`src/rtl/ro_cmp_pkg.sv`:
```
package ro_cmp_pkg;

    localparam int DEF_NUM_RO   = 8;
    localparam int DEF_CNT_W    = 7;
    localparam int DEF_WIN_CYC  = 64;
    localparam int DEF_LIST_LEN = 4;
    localparam int DEF_CFG_W    = 4;

    typedef enum logic [1:0] {
        SQ_IDLE   = 2'd0,
        SQ_COUNT  = 2'd1,
        SQ_DECIDE = 2'd2,
        SQ_FINISH = 2'd3
    } seq_state_e;

    typedef struct packed {
        logic one;
        logic tie;
    } verdict_t;

    function automatic verdict_t judge(input logic [31:0] cnt_a, input logic [31:0] cnt_b);
        verdict_t v;
        v.one = (cnt_a > cnt_b);
        v.tie = (cnt_a == cnt_b);
        return v;
    endfunction

endpackage

```
`src/rtl/ro_edge_sync.sv`:
```
module ro_edge_sync (
    input  logic clk,
    input  logic rst,
    input  logic async_i,
    output logic rise_o
);
    logic meta_q;
    logic stable_q;
    logic last_q;

    always_ff @(posedge clk) begin
        if (rst) begin
            meta_q   <= 1'b0;
            stable_q <= 1'b0;
            last_q   <= 1'b0;
        end else begin
            meta_q   <= async_i;
            stable_q <= meta_q;
            last_q   <= stable_q;
        end
    end

    assign rise_o = stable_q & ~last_q;
endmodule

```
`src/rtl/ro_win_counter.sv`:
```
module ro_win_counter #(
    parameter int CNT_W = 7
) (
    input  logic             clk,
    input  logic             rst,
    input  logic             clear_i,
    input  logic             en_i,
    input  logic             load_i,
    input  logic             pulse_i,
    output logic [CNT_W-1:0] cnt_o
);
    localparam logic [CNT_W-1:0] CNT_MAX = {CNT_W{1'b1}};

    always_ff @(posedge clk) begin
        if (rst || clear_i) begin
            cnt_o <= '0;
        end else if (en_i) begin
            if (load_i) begin
                cnt_o <= {{(CNT_W-1){1'b0}}, pulse_i};
            end else if (pulse_i && cnt_o != CNT_MAX) begin
                cnt_o <= cnt_o + 1'b1;
            end
        end
    end
endmodule

```
`src/rtl/ro_seq_ctrl.sv`:
```
module ro_seq_ctrl
    import ro_cmp_pkg::*;
#(
    parameter int WIN_CYC  = 64,
    parameter int LIST_LEN = 4,
    localparam int TICK_W  = (WIN_CYC > 1) ? $clog2(WIN_CYC) : 1,
    localparam int IDX_W   = (LIST_LEN > 1) ? $clog2(LIST_LEN) : 1
) (
    input  logic             clk,
    input  logic             rst,
    input  logic             start_i,
    output logic             clear_o,
    output logic             cnt_en_o,
    output logic             cnt_load_o,
    output logic             decide_o,
    output logic             done_o,
    output logic [IDX_W-1:0] idx_o
);
    localparam logic [TICK_W-1:0] TICK_LAST = TICK_W'(WIN_CYC - 1);
    localparam logic [IDX_W-1:0]  IDX_LAST  = IDX_W'(LIST_LEN - 1);

    seq_state_e        state_q;
    logic [TICK_W-1:0] tick_q;

    assign clear_o    = (state_q == SQ_IDLE) && start_i;
    assign cnt_en_o   = (state_q == SQ_COUNT);
    assign cnt_load_o = (tick_q == '0);
    assign decide_o   = (state_q == SQ_DECIDE);

    always_ff @(posedge clk) begin
        if (rst) begin
            state_q <= SQ_IDLE;
            tick_q  <= '0;
            idx_o   <= '0;
            done_o  <= 1'b0;
        end else begin
            done_o <= 1'b0;
            unique case (state_q)
                SQ_IDLE: begin
                    if (start_i) begin
                        state_q <= SQ_COUNT;
                        tick_q  <= '0;
                        idx_o   <= '0;
                    end
                end
                SQ_COUNT: begin
                    if (tick_q == TICK_LAST) begin
                        state_q <= SQ_DECIDE;
                    end else begin
                        tick_q <= tick_q + 1'b1;
                    end
                end
                SQ_DECIDE: begin
                    tick_q <= '0;
                    if (idx_o == IDX_LAST) begin
                        state_q <= SQ_FINISH;
                    end else begin
                        idx_o   <= idx_o + 1'b1;
                        state_q <= SQ_COUNT;
                    end
                end
                SQ_FINISH: begin
                    done_o  <= 1'b1;
                    idx_o   <= '0;
                    state_q <= SQ_IDLE;
                end
                default: state_q <= SQ_IDLE;
            endcase
        end
    end
endmodule

```
`src/rtl/ro_pair_compare.sv`:
```
module ro_pair_compare
    import ro_cmp_pkg::*;
#(
    parameter int NUM_RO   = DEF_NUM_RO,
    parameter int CNT_W    = DEF_CNT_W,
    parameter int WIN_CYC  = DEF_WIN_CYC,
    parameter int LIST_LEN = DEF_LIST_LEN,
    parameter int CFG_W    = DEF_CFG_W,
    localparam int SEL_W   = (NUM_RO > 1) ? $clog2(NUM_RO) : 1,
    localparam int ENT_W   = CFG_W + 2 * SEL_W,
    localparam int IDX_W   = (LIST_LEN > 1) ? $clog2(LIST_LEN) : 1
) (
    input  logic                      clk,
    input  logic                      rst,
    input  logic [NUM_RO-1:0]         ro_i,
    input  logic                      start_i,
    input  logic [LIST_LEN*ENT_W-1:0] chal_list_i,
    output logic [CFG_W-1:0]          cross_cfg_o,
    output logic [CNT_W-1:0]          cnt_a_o,
    output logic [CNT_W-1:0]          cnt_b_o,
    output logic                      resp_bit_o,
    output logic                      tie_o,
    output logic                      bit_valid_o,
    output logic [LIST_LEN-1:0]       key_o,
    output logic                      done_o
);
    logic [NUM_RO-1:0] rise;
    logic              clear;
    logic              cnt_en;
    logic              cnt_load;
    logic              decide;
    logic [IDX_W-1:0]  idx;
    logic [ENT_W-1:0]  cur_ent;
    logic [SEL_W-1:0]  sel [2];
    logic              pair_pulse [2];
    logic [CNT_W-1:0]  pair_cnt [2];
    verdict_t          verdict;
    logic [LIST_LEN-1:0] key_next;

    // Edge detection on every row ahead of the selection.
    for (genvar r = 0; r < NUM_RO; r++) begin : g_sync
        ro_edge_sync u_sync (
            .clk     (clk),
            .rst     (rst),
            .async_i (ro_i[r]),
            .rise_o  (rise[r])
        );
    end

    ro_seq_ctrl #(
        .WIN_CYC  (WIN_CYC),
        .LIST_LEN (LIST_LEN)
    ) u_ctrl (
        .clk        (clk),
        .rst        (rst),
        .start_i    (start_i),
        .clear_o    (clear),
        .cnt_en_o   (cnt_en),
        .cnt_load_o (cnt_load),
        .decide_o   (decide),
        .done_o     (done_o),
        .idx_o      (idx)
    );

    assign cur_ent     = chal_list_i[idx*ENT_W +: ENT_W];
    assign sel[0]      = cur_ent[2*SEL_W-1:SEL_W];
    assign sel[1]      = cur_ent[SEL_W-1:0];
    assign cross_cfg_o = cur_ent[ENT_W-1:2*SEL_W];

    for (genvar p = 0; p < 2; p++) begin : g_pair
        assign pair_pulse[p] = rise[sel[p]];
        ro_win_counter #(
            .CNT_W (CNT_W)
        ) u_cnt (
            .clk     (clk),
            .rst     (rst),
            .clear_i (clear),
            .en_i    (cnt_en),
            .load_i  (cnt_load),
            .pulse_i (pair_pulse[p]),
            .cnt_o   (pair_cnt[p])
        );
    end

    assign cnt_a_o = pair_cnt[0];
    assign cnt_b_o = pair_cnt[1];
    assign verdict = judge(32'(pair_cnt[0]), 32'(pair_cnt[1]));

    always_comb begin
        key_next = key_o >> 1;
        key_next[LIST_LEN-1] = verdict.one;
    end

    always_ff @(posedge clk) begin
        if (rst) begin
            resp_bit_o  <= 1'b0;
            tie_o       <= 1'b0;
            bit_valid_o <= 1'b0;
            key_o       <= '0;
        end else begin
            bit_valid_o <= decide;
            if (clear) begin
                key_o <= '0;
            end else if (decide) begin
                resp_bit_o <= verdict.one;
                tie_o      <= verdict.tie;
                key_o      <= key_next;
            end
        end
    end
endmodule

```
`config.mk`:
```
export PLATFORM = sky130hd
export DESIGN_NAME = ro_pair_compare
export DESIGN_NICKNAME = d
export VERILOG_FILES = /design/src/rtl/ro_cmp_pkg.sv /design/src/rtl/ro_edge_sync.sv /design/src/rtl/ro_win_counter.sv /design/src/rtl/ro_seq_ctrl.sv /design/src/rtl/ro_pair_compare.sv
export SDC_FILE = /design/constraint.sdc
export NUM_CORES = 1
export LEC_CHECK = 0
export BUFFER_PORTS_ARGS = -buffer_cell sky130_fd_sc_hd__buf_2
export CAP_MARGIN = 10
export CORE_MARGIN = 3
export CORE_UTILIZATION = 47
export CTS_BUF_LIST = sky130_fd_sc_hd__clkbuf_16
export DETAILED_ROUTE_END_ITERATION = 8
export PLACE_DENSITY = 0.76
export REMOVE_ABC_BUFFERS = 1
export SYNTH_ARGS = -nofsm -noshare
export SYNTH_HDL_FRONTEND = slang
export SYNTH_SLANG_ARGS = --single-unit
```
`constraint.sdc`:
```
create_clock -name clk -period 2.23 [get_ports clk]
set_input_delay 0.1115 -clock clk [delete_from_list [all_inputs] [get_ports clk]]
set_output_delay 0.1115 -clock clk [all_outputs]
set_load 0.005 [all_outputs]
```
==> metrics.txt, run 1 <==
critical path capture point type=flop; Worst Setup SP=u_ctrl.idx_o[0]; overall power after layout=2090 uW; CTS tree=yes; peak supply drop=451 uV; Post-DP HPWL=5160 um; hold crit path type=primary input to flop; DRC violations left=0; Worst Hold Path EP=g_sync[5].u_sync.meta_q; post-placement worst setup slack=-0.200 ns; library cell used as clock root buffer=sky130_fd_sc_hd__clkbuf_16; post-layout net count=453; setup slack, reg-to-reg=-0.10 ns; sequential power share=49.5%; IO Port Bufs=76; run status=complete, but fails checks; All-Layer GR Usage=19.7%; CTS clock-pin slew for the worst setup and hold paths=0.08 ns; MaxCap Viol Count=0; Max Freq=428 MHz; remaining global-route overflow=0; area added between synthesis and finish=26.4%; leading post-synthesis cells by cell area=sky130_fd_sc_hd__dfxtp_1 (40%), sky130_fd_sc_hd__mux4_2 (8.0%), sky130_fd_sc_hd__nor2b_1 (6.2%); Clock Sinks=56; Starting Density=50.0%; violated checks=setup timing; count of synthesis-stage warnings from yosys=0; fraction of power consumed by the clock network=39.4%; clock insertion delay at the later pin of the skew report=0.30 ns; DRT iter0 DRCs=186; number of levels in the clock H-tree=2; Unique masters post-synth=45; relative slew slack=58.9%; Inserted Clock Buffers=5; post-synthesis xor/xnor area fraction=1.86%; Via density=5.40; combinational group share of total power=11.1%; number of ports placed on the die boundary=77; horizontal die dimension=83.5 um; required time of the critical path=2.40 ns; cell seen most often among critical-path stages=sky130_fd_sc_hd__buf_4; Avg WL per Cell=14.8 um; fraction of registers with async set or reset after synthesis=0%; Synth Register Bits=56; static leakage=0.00149 uW; post-synthesis share of cell area spent on full adders, half adders and majority gates=5.32%; ordered list of cells on the worst path=mux4_2 > mux2_4 > a22oi_2 > nand3_2 > buf_4 > buf_4 > o211ai_1 > a31oi_2; setup repair after global routing missed its margin=true; Worst R2R Path Depth=8; most instantiated flip-flop cell in the synthesis netlist=sky130_fd_sc_hd__dfxtp_1; number of standard cells after synthesis=305; crit path setup slack, layout=-0.105 ns; n_diodes=0; area occupied by multi-input gates=0.00162 sq mm; power density normalized to cell area=585 mW/mm^2; post-synthesis area per instance=9.25 sq um; number of synthesized flops with an enable pin=0; Reg area=0.00112 sq mm; largest fanout on the critical path=6; placer's final routability congestion estimate=0.841; number of global-route vias before repair=2,479; reg-to-reg critical path endpoint=g_pair[0].u_cnt.cnt_o[5]; initial antenna violation count=0; post-detailed-routing wire length=6870 um; simple-gate portion of the synthesized area=25.1%; Hold Startpoint=ro_i[5]; accumulated negative setup slack=-0.382 ns; max-slew violation total from the final report=0; crit path time final=2.33 ns; full die area=0.00697 sq mm; first-pass GRT wire length=11,500 um; buffers and inverters on the worst path=2; total of endpoints with negative setup slack in the final report=5; total core area=0.00564 sq mm; kind of start point of the critical path=flop; switching share of power=24.8%; main combinational cell family by area after synthesis=simple AND/OR/NAND/NOR gates; FP Rows=27; Hold Path Cell Cnt=2; total internal power=1570 uW; fill cell count=466; pin count of the biggest net entering global routing=32; fraction of synthesized cell area taken by the top area cell type=39.7%; hold violation total from the final report=0; synthesized area=0.00282 sq mm; length of the first detailed-routing pass in iterations=4; number of vias after detailed routing=2,501; Critical Path AT=2.51 ns; post-synth top area cell=sky130_fd_sc_hd__dfxtp_1; cell with the largest stage delay on the worst path=sky130_fd_sc_hd__mux4_2; max incr delay on CP=0.56 ns; delay-heaviest family, CP=multiplexers; final worst path period share=105%; mux share of post-synthesis cell area=13.0%; register area share after synthesis=39.7%; Net Sw Power=518 uW; actual slew at the worst max-slew pin=0.612 ns; critical path class=flop to flop; die span in y=83.5 um; fraction of final layout cells sized beyond drive strength 1=32.5%; Worst Skew=0.00641 ns; largest buffer count on any clock path=2; Worst R2R Start=u_ctrl.idx_o[0]; Final ANT Viol Nets=0; share of the synthesized area in compound gates (AO/OA/AOI/OAI)=10.1%
==> worst reg2reg max path, cell delays in order (launching register included) <==
cell	delay, ns
sky130_fd_sc_hd__dfxtp_4	0.37
sky130_fd_sc_hd__mux4_2	0.56
sky130_fd_sc_hd__mux2_4	0.33
sky130_fd_sc_hd__a22oi_2	0.19
sky130_fd_sc_hd__nand3_2	0.14
sky130_fd_sc_hd__buf_4	0.16
sky130_fd_sc_hd__buf_4	0.13
sky130_fd_sc_hd__o211ai_1	0.20
sky130_fd_sc_hd__a31oi_2	0.12
==> placed cells by master, fill, tap and decap left out, drive strengths merged, types with 5 or more instances in the layout <==
cell type / netlist / layout
buf: 7 / 94
dfxtp: 56 / 56
nand2: 29 / 29
nor2b: 28 / 28
nor2: 22 / 22
inv: 14 / 17
nand3: 14 / 14
nand2b: 12 / 12
ha: 12 / 12
a21oi: 12 / 12
mux4: 10 / 10
mux2i: 10 / 10
o21ai: 7 / 7
nand4: 6 / 6
or4: 6 / 6
o211ai: 5 / 5
clkbuf: 9 / 5
a31oi: 5 / 5
nor3: 5 / 5
==> per-stage QoR <==
stage                     cells  utilization [%]  hold WS, ns  instance area [sq um]
after CTS                   463             62.4       0.0158                   3520
final                       463             63.2       0.0169                   3570
after global placement      453             58.9        0.319                   3320
after floorplan             289                -        0.181                   2730
after global routing        463             63.2       0.0404                   3570
after detailed placement    453             58.9        0.325                   3320
==> state kept, by name (all words and copies together), names as in the netlist <==
name	cells
g_sync.u_sync.stable_q	8
bit_valid_o	1
u_ctrl.state_q	2
g_pair.u_cnt.cnt_o	14
key_o	4
g_sync.u_sync.last_q	8
u_ctrl.tick_q	6
u_ctrl.idx_o	2
tie_o	1
g_sync.u_sync.meta_q	8
u_ctrl.done_o	1
resp_bit_o	1
==> layout make-up <==
type | instances | share of cell area, %
clock inverter | 3 | 0.807
multi-input combinational | 219 | 45.5
timing repair buffer | 94 | 14.7
sequential | 56 | 31.5
inverter | 14 | 1.47
clock buffer | 5 | 3.51
tap | 72 | 2.53
==> synth_stat cells (2+ instances only) <==
cell                       number
sky130_fd_sc_hd__a31oi_1        5
sky130_fd_sc_hd__nor2b_1       28
sky130_fd_sc_hd__or4_1          6
sky130_fd_sc_hd__and3_1         4
sky130_fd_sc_hd__buf_4          3
sky130_fd_sc_hd__nor4_1         3
sky130_fd_sc_hd__nor2_1        22
sky130_fd_sc_hd__xnor2_1        2
sky130_fd_sc_hd__buf_6          2
sky130_fd_sc_hd__nand2b_1      12
sky130_fd_sc_hd__mux2i_1       10
sky130_fd_sc_hd__mux4_2        10
sky130_fd_sc_hd__nand3_1       14
sky130_fd_sc_hd__xor2_1         4
sky130_fd_sc_hd__a21oi_1       12
sky130_fd_sc_hd__o211ai_1       5
sky130_fd_sc_hd__inv_1         14
sky130_fd_sc_hd__and2_1         3
sky130_fd_sc_hd__nand4_1        6
sky130_fd_sc_hd__o21ai_0        7
sky130_fd_sc_hd__dfxtp_1       56
sky130_fd_sc_hd__nor3_1         5
sky130_fd_sc_hd__o21bai_1       2
sky130_fd_sc_hd__mux2_4         2
sky130_fd_sc_hd__clkbuf_1       9
sky130_fd_sc_hd__nand2_1       29
sky130_fd_sc_hd__ha_1          12
==> cell families (layout without fill, tap and decap cells) <==
family,Yosys count,count (layout)
AOI/OAI and AO/OA,43,43
xor gates and xnor gates,6,6
adders and majority gates,12,12
buffers and inverters,30,116
DFF,56,56
muxes,23,23
and+or+nand+nor,135,135
==> worst max-delay path by stage <==
stage | to | depth (start not counted) | slack [ns]
final | g_pair[0].u_cnt.cnt_o[5] | 8 | -0.10
after global routing | g_pair[0].u_cnt.cnt_o[5] | 8 | -0.18
after CTS | g_pair[1].u_cnt.cnt_o[1] | 6 | -0.07
after detailed placement | g_pair[0].u_cnt.cnt_o[5] | 6 | -0.20
after global placement | g_pair[0].u_cnt.cnt_o[3] | 6 | -0.13
after floorplan | g_pair[0].u_cnt.cnt_o[3] | 6 | -0.55
==> routing by layer <==
| metal | up-vias | track usage (%) | part of all wire, % |
|---|---|---|---|
| li1 | 1243 | - | - |
| met1 | 1169 | 24.2 | 43 |
| met2 | 80 | 34.8 | 49 |
| met3 | 9 | 3.26 | 5.8 |
| met4 | 0 | 6.73 | 1.7 |
| met5 | - | 0 | 0 |
==> power by group through the flow <==
stage	logic (uW)	registers (uW)	clock network, uW
final	232	1030	823
after global routing	256	1040	878
after CTS	228	1030	834
after detailed placement	219	1060	0
after global placement	215	1060	0
after floorplan	114	1060	0
==> timing repair <==
| action | in CTS | in global routing |
|---|---|---|
| resized for setup | 6 | 10 |
| setup endpoints to repair | 12 | 12 |
| hold buffers | 0 | 0 |
| buffers inserted | 2 | 0 |
| pin swaps | 11 | 7 |
(Power assumes the default switching activity.)
==> run 2: changes to the inputs <==
--- a/config.mk
+++ b/config.mk
@@ -8,10 +8,9 @@
 export BUFFER_PORTS_ARGS = -buffer_cell sky130_fd_sc_hd__buf_2
 export CAP_MARGIN = 10
 export CORE_MARGIN = 3
-export CORE_UTILIZATION = 47
+export CORE_UTILIZATION = 35
 export CTS_BUF_LIST = sky130_fd_sc_hd__clkbuf_16
 export DETAILED_ROUTE_END_ITERATION = 8
-export PLACE_DENSITY = 0.76
 export REMOVE_ABC_BUFFERS = 1
 export SYNTH_ARGS = -nofsm -noshare
 export SYNTH_HDL_FRONTEND = slang
==> run 2 against run 1 <==
  * The flow still finishes with violations (setup timing)
  * Critical path depth shrank 1
  * Non-clock buffer count grew 8
  * Fmax shrank 0.68%
  * Routed wire length grew 1.1%
  * Worst hold slack lost 0.0016 ns
  * Clock power grew 2%
  * Global-route usage shrank 4.3 points
  * Register-to-register slack lost 0.02 ns
  * Power grew 1.3%
  * Sequential share of layout area shrank 0.91 points
  * Die area grew 32%
  * Core utilization shrank 16 points
  * Largest cell class unchanged
==> metrics.txt, run 2 (synthesis results as in run 1) <==
run status=complete, but fails checks; violated checks=setup timing; library cell used as clock root buffer=sky130_fd_sc_hd__clkbuf_16; post-layout net count=461; number of levels in the clock H-tree=2; largest buffer count on any clock path=2; register containing the most flip-flops in the final layout=g_pair.u_cnt.cnt_o; number of vias after detailed routing=2,480; ordered list of cells on the worst path=buf_6 > mux4_2 > mux2i_1 > mux2i_1 > mux2_4 > or4_1 > and3_1; critical path class=flop to flop; Hold Startpoint=ro_i[7]; Hold Path Cell Cnt=2; worst hold slack=0.0153 ns; IO Port Bufs=76; length of the first detailed-routing pass in iterations=4; Worst R2R Path Depth=7; kind of start point of the critical path=flop; remaining global-route overflow=0; initial antenna violation count=0; total core area=0.00777 sq mm; total internal power=1580 uW; Starting Density=36.3%; Final ANT Viol Nets=0; crit path setup slack, layout=-0.121 ns; Via density=4.95; full die area=0.00917 sq mm; accumulated negative setup slack=-0.648 ns; largest fanout on the critical path=5; static leakage=0.00155 uW; CTS clock-pin slew for the worst setup and hold paths=0.08 ns; Inserted Clock Buffers=5; DRC violations left=0; fraction of final layout cells sized beyond drive strength 1=33.1%; clock insertion delay at the later pin of the skew report=0.30 ns; area added between synthesis and finish=30.2%; crit path time final=2.35 ns; pin count of the biggest net entering global routing=21; Clock Sinks=56; DRT iter0 DRCs=171; die span in y=95.8 um; combinational group share of total power=11.8%; first-pass GRT wire length=11,100 um; number of global-route vias before repair=2,289; final design utilization=47.3%; power density normalized to cell area=576 mW/mm^2; Post-DP HPWL=5240 um; horizontal die dimension=95.8 um; max incr delay on CP=0.56 ns; Worst Skew=0.00614 ns; final worst path period share=105%; hold violation total from the final report=0; post-detailed-routing wire length=6940 um; Hold Buf Count CTS=0; buffers and inverters on the worst path=1; peak supply drop=318 uV; post-placement worst setup slack=-0.224 ns; setup slack, reg-to-reg=-0.12 ns; placer's final routability congestion estimate=0.834; Critical Path AT=2.55 ns; Max Freq=425 MHz; critical path capture point type=flop; number of flip-flops in the largest register=14; most common cell after layout, fill and taps aside=sky130_fd_sc_hd__buf_2; MaxCap Viol Count=0; sequential power share=48.6%; relative slew slack=66.2%; reg-to-reg critical path endpoint=g_pair[1].u_cnt.cnt_o[2]; Avg WL per Cell=13.9 um; commonest cells after routing, fill and taps aside=sky130_fd_sc_hd__buf_2 (76), sky130_fd_sc_hd__dfxtp_1 (55), sky130_fd_sc_hd__nand2_1 (29), sky130_fd_sc_hd__nor2b_1 (28), sky130_fd_sc_hd__nor2_1 (22); hold crit path type=primary input to flop; total of endpoints with negative setup slack in the final report=10; Worst Hold Path EP=g_sync[7].u_sync.meta_q; All-Layer GR Usage=15.4%; actual slew at the worst max-slew pin=0.507 ns; delay-heaviest family, CP=multiplexers; Worst R2R Start=u_ctrl.idx_o[0]; area of placed instances=0.00341 sq mm; number of ports placed on the die boundary=77; final design instance area without fill=0.00367 sq mm; cell with the largest stage delay on the worst path=sky130_fd_sc_hd__mux4_2; CTS tree=yes; fraction of power consumed by the clock network=39.6%; setup repair after global routing missed its margin=true; FP Rows=32; required time of the critical path=2.43 ns; max-slew violation total from the final report=0; switching share of power=25.2%; n_diodes=0; cell seen most often among critical-path stages=sky130_fd_sc_hd__mux2i_1; Net Sw Power=534 uW
run 2: final cells by class:
class / count / area (sq um)
Sequential cell: 56 / 1120
Fill cell: 753 / 4090
Timing Repair Buffer: 102 / 606
Multi-Input combinational cell: 219 / 1610
Tap cell: 102 / 128
Inverter: 14 / 52.6
Clock inverter: 3 / 28.8
Clock buffer: 5 / 125
run 2: through the flow:
step | total power (uW) | std cells
CTS | 2130 | 499
global route | 2210 | 501
floorplan | 1170 | 289
finish | 2120 | 501
global placement | 1280 | 489
detailed placement | 1280 | 489
run 2: power groups by stage:
stage | clock (uW) | combinational [uW] | sequential, uW
final | 837 | 250 | 1030
after global placement | 0 | 225 | 1050
after detailed placement | 0 | 228 | 1050
after CTS | 862 | 242 | 1030
after floorplan | 0 | 114 | 1060
after global routing | 897 | 280 | 1030
run 2: worst register-to-register path: cells and delay by family, from the launching register on:
kind                   cells  cell delay, ns
multiplexers               4            1.16
buffers and inverters      1            0.10
flip-flops                 1            0.37
AND/OR/NAND/NOR            2            0.64
run 2: worst max path at each step:
stage               startpoint                       end  depth (start not counted)
6_report       u_ctrl.idx_o[0]  g_pair[1].u_cnt.cnt_o[2]                          7
3_5_place_dp   u_ctrl.idx_o[0]  g_pair[1].u_cnt.cnt_o[2]                          7
2_1_floorplan  u_ctrl.idx_o[0]  g_pair[0].u_cnt.cnt_o[3]                          6
3_3_place_gp   u_ctrl.idx_o[0]  g_pair[1].u_cnt.cnt_o[2]                          7
5_1_grt        u_ctrl.idx_o[0]  g_pair[1].u_cnt.cnt_o[2]                          7
4_1_cts        u_ctrl.idx_o[0]  g_pair[1].u_cnt.cnt_o[2]                          7
run 2: what timing repair did:
item	4_1_cts	5_1_grt
endpoints found under the hold margin	0	0
resized for setup	10	10
buffers inserted	3	3
pin swaps	15	6
endpoints found under the setup margin	11	13
run 2: routing by layer:
metal  global-route usage, %  vias to the layer above  part of all wire (%)
li1                        -                     1258                     -
met3                    2.66                        8                   4.5
met5                       0                        -                     0
met2                    27.0                       57                    50
met1                    19.6                     1157                    45
met4                    3.91                        0                   1.2
==> run 3: changes to the inputs <==
--- a/config.mk
+++ b/config.mk
@@ -5,6 +5,7 @@
 export SDC_FILE = /design/constraint.sdc
 export NUM_CORES = 1
 export LEC_CHECK = 0
+export ABC_AREA = 1
 export BUFFER_PORTS_ARGS = -buffer_cell sky130_fd_sc_hd__buf_2
 export CAP_MARGIN = 10
 export CORE_MARGIN = 3
==> run 3 against run 2 <==
  * The run now ends clean
  * Clock skew shrank 0.0029 ns
  * Cell count increased by 25%
  * Count of clock-buffer cells in the layout unchanged
  * Sequential share of layout area is 1.0 points lower
  * Worst setup slack improved by 0.54 ns
  * Global-route usage fell by 0.92 points
  * Critical path type unchanged
  * Synthesized cell count increased by 47%
  * Power increased by 33%
  * Critical path depth is 5 higher
  * Via count increased by 21%
==> metrics.txt, run 3 <==
run status=finished, final reports clean; cts repair resizes=0; static leakage=0.00175 uW; Max Freq=553 MHz; kind of start point of the critical path=flop; critical path class=flop to flop; Final ANT Viol Nets=0; max-slew violation total from the final report=0; hold violation total from the final report=0; reg-to-reg critical path endpoint=g_pair[0].u_cnt.cnt_o[6]; length of the first detailed-routing pass in iterations=4; fraction of final layout cells sized beyond drive strength 1=27.3%; most numerous cell in the Yosys netlist=sky130_fd_sc_hd__nand2_1; register area share after synthesis=35.0%; MaxCap Viol Count=0; number of global-route vias before repair=2,714; library cell used as clock root buffer=sky130_fd_sc_hd__clkbuf_16; largest fanout on the critical path=14; ordered list of cells on the worst path=buf_4 > nand2_1 > nand3_1 > nand3_1 > nand3_1 > nand3_2 > nand2_1 > nand2_2 > nand2_4 > nand3_1 > nand2_1 > nor2_1; most instantiated flip-flop cell in the synthesis netlist=sky130_fd_sc_hd__dfxtp_1; first-pass GRT wire length=12,200 um; Worst R2R Path Depth=12; register containing the most flip-flops in the final layout=g_pair.u_cnt.cnt_o; fraction of registers with async set or reset after synthesis=0%; top metal layer carrying routed signals=met4; post-detailed-routing wire length=7420 um; crit path setup slack, layout=0.422 ns; largest buffer count on any clock path=2; area of placed instances=0.00363 sq mm; leading post-synthesis cells by cell area=sky130_fd_sc_hd__dfxtp_1 (35%), sky130_fd_sc_hd__nand2_1 (9.3%), sky130_fd_sc_hd__nor2_1 (8.6%); post-CTS repair timing setup buffer count=0; Worst R2R Start=u_ctrl.idx_o[0]; commonest cells after routing, fill and taps aside=sky130_fd_sc_hd__nand2_1 (79), sky130_fd_sc_hd__buf_2 (76), sky130_fd_sc_hd__nor2_1 (72), sky130_fd_sc_hd__dfxtp_1 (56), sky130_fd_sc_hd__inv_1 (54); Critical Path AT=2.00 ns; post-layout net count=582; actual slew at the worst max-slew pin=0.564 ns; Met1 Wirelength=3390 um; synthesized area=0.00320 sq mm; IO Port Bufs=76; die span in y=102 um; max incr delay on CP=0.40 ns; relative slew slack=62.3%; full die area=0.0103 sq mm; power density normalized to cell area=743 mW/mm^2; setup slack, reg-to-reg=0.42 ns; peak supply drop=378 uV; Post-DP HPWL=5600 um; number of standard cells after synthesis=447; Worst Hold Path EP=g_sync[5].u_sync.meta_q; fraction of synthesized cell area taken by the top area cell type=35.0%; Via density=4.76; total core area=0.00881 sq mm; DRC violations left=0; cell with the largest stage delay on the worst path=sky130_fd_sc_hd__dfxtp_1; placer's final routability congestion estimate=0.854; area added between synthesis and finish=18.2%; critical path capture point type=flop; initial antenna violation count=0; Hold Buf Count CTS=0; horizontal die dimension=102 um; most numerous cell types in the synthesized netlist=sky130_fd_sc_hd__nand2_1 (79), sky130_fd_sc_hd__nor2_1 (73), sky130_fd_sc_hd__dfxtp_1 (56); post-synthesis area per instance=7.17 sq um; Hold Path Cell Cnt=3; number of synthesized flops with an enable pin=0; setup repair after global routing missed its margin=false; number of ports placed on the die boundary=77; hold crit path type=primary input to flop; pin count of the biggest net entering global routing=30; remaining global-route overflow=0; CTS clock-pin slew for the worst setup and hold paths=0.08 ns; clock insertion delay at the later pin of the skew report=0.29 ns; cell seen most often among critical-path stages=sky130_fd_sc_hd__nand3_1; number of flip-flops in the largest register=14; n_diodes=0; post-placement worst setup slack=0.446 ns; number of levels in the clock H-tree=2; met2 wire len=3620 um; final design instance area without fill=0.00379 sq mm; most common cell after layout, fill and taps aside=sky130_fd_sc_hd__nand2_1; Worst Skew=0.00324 ns; total of endpoints with negative setup slack in the final report=0; final worst path period share=81.1%; DRT iter0 DRCs=179; post-synth top area cell=sky130_fd_sc_hd__dfxtp_1; required time of the critical path=2.43 ns; Hold Startpoint=ro_i[5]; Starting Density=36.4%; Synth Register Bits=56; FP Rows=34; All-Layer GR Usage=14.5%; CTS tree=yes; crit path time final=1.81 ns; Clock Sinks=56; Avg WL per Cell=11.8 um; metal3 WL=347 um; number of vias after detailed routing=2,991; count of synthesis-stage warnings from yosys=0; Inserted Clock Buffers=5; Unique masters post-synth=41
## run 3: changes by cell type in the layout (fill, tap and decap cells not counted), sizes merged, moves of 5 or more
cell    previous run  this run
a211oi             0         5
buf              102        86
a21oi             12        29
o21ai              7        15
o211ai             5         0
nand3             14        57
nor2b             28         0
inv               17        60
nand2             29        89
or4                6         0
nand2b            12         0
nor2              22        78
mux4              10         0
mux2i             10         0
## run 3: worst max-delay path, delay by kind of cell (launching register included)
family / cells / cell delay, ns
buffers and inverters: 1 / 0.20
DFF: 1 / 0.40
and+or+nand+nor: 11 / 1.11
## run 3: routing by layer
metal	global-route usage, %	vias up
met5	0	-
met4	3.89	0
met3	2.75	6
met2	25.4	62
met1	18.2	1344
li1	-	1579
## run 3: how the worst max path moves through the flow
stage	startpoint	endpoint	slack [ns]	cells past startpoint
after floorplan	u_ctrl.state_q[0]	u_ctrl.tick_q[5]	-0.79	8
after global placement	u_ctrl.idx_o[0]	g_pair[1].u_cnt.cnt_o[4]	0.48	12
after detailed placement	u_ctrl.idx_o[0]	g_pair[0].u_cnt.cnt_o[1]	0.45	13
after CTS	u_ctrl.tick_q[0]	g_pair[0].u_cnt.cnt_o[4]	0.43	8
after global routing	u_ctrl.tick_q[0]	u_ctrl.tick_q[4]	0.23	8
final	u_ctrl.idx_o[0]	g_pair[0].u_cnt.cnt_o[6]	0.42	12
## run 3: area by class of cell
class	count	area [sq um]
fill	939	5020
multi-input combinational	312	1700
sequential	56	1120
timing repair buffer	86	455
inverter	58	220
tap	108	135
clock buffer	5	125
clock inverter	3	28.8
## run 3: logic make-up after synthesis
| group | Yosys count | synth area share, % |
|---|---|---|
| buffers and inverters | 79 | 12.0 |
| adders and majority gates | 12 | 4.69 |
| xor gates and xnor gates | 1 | 0.273 |
| AOI/OAI and AO/OA | 57 | 11.4 |
| DFF | 56 | 35.0 |
| and+or+nand+nor | 242 | 36.7 |
## run 3: stage by stage
stage	util (%)	setup TNS [ns]	total power (uW)	hold slack, ns	cells
2_1_floorplan	-	-7.43	1740	0.181	426
3_3_place_gp	41.2	0	1990	0.315	620
3_5_place_dp	41.2	0	2020	0.320	620
4_1_cts	43.0	0	2850	0.00750	628
5_1_grt	43.0	0	3020	0.0106	628
6_report	43.0	0	2810	0.0112	628
## run 3: power by group
group / internal (uW) / switching, uW
combinational: 341 / 523
sequential: 1060 / 61.7
clock: 434 / 393
total: 1840 / 977
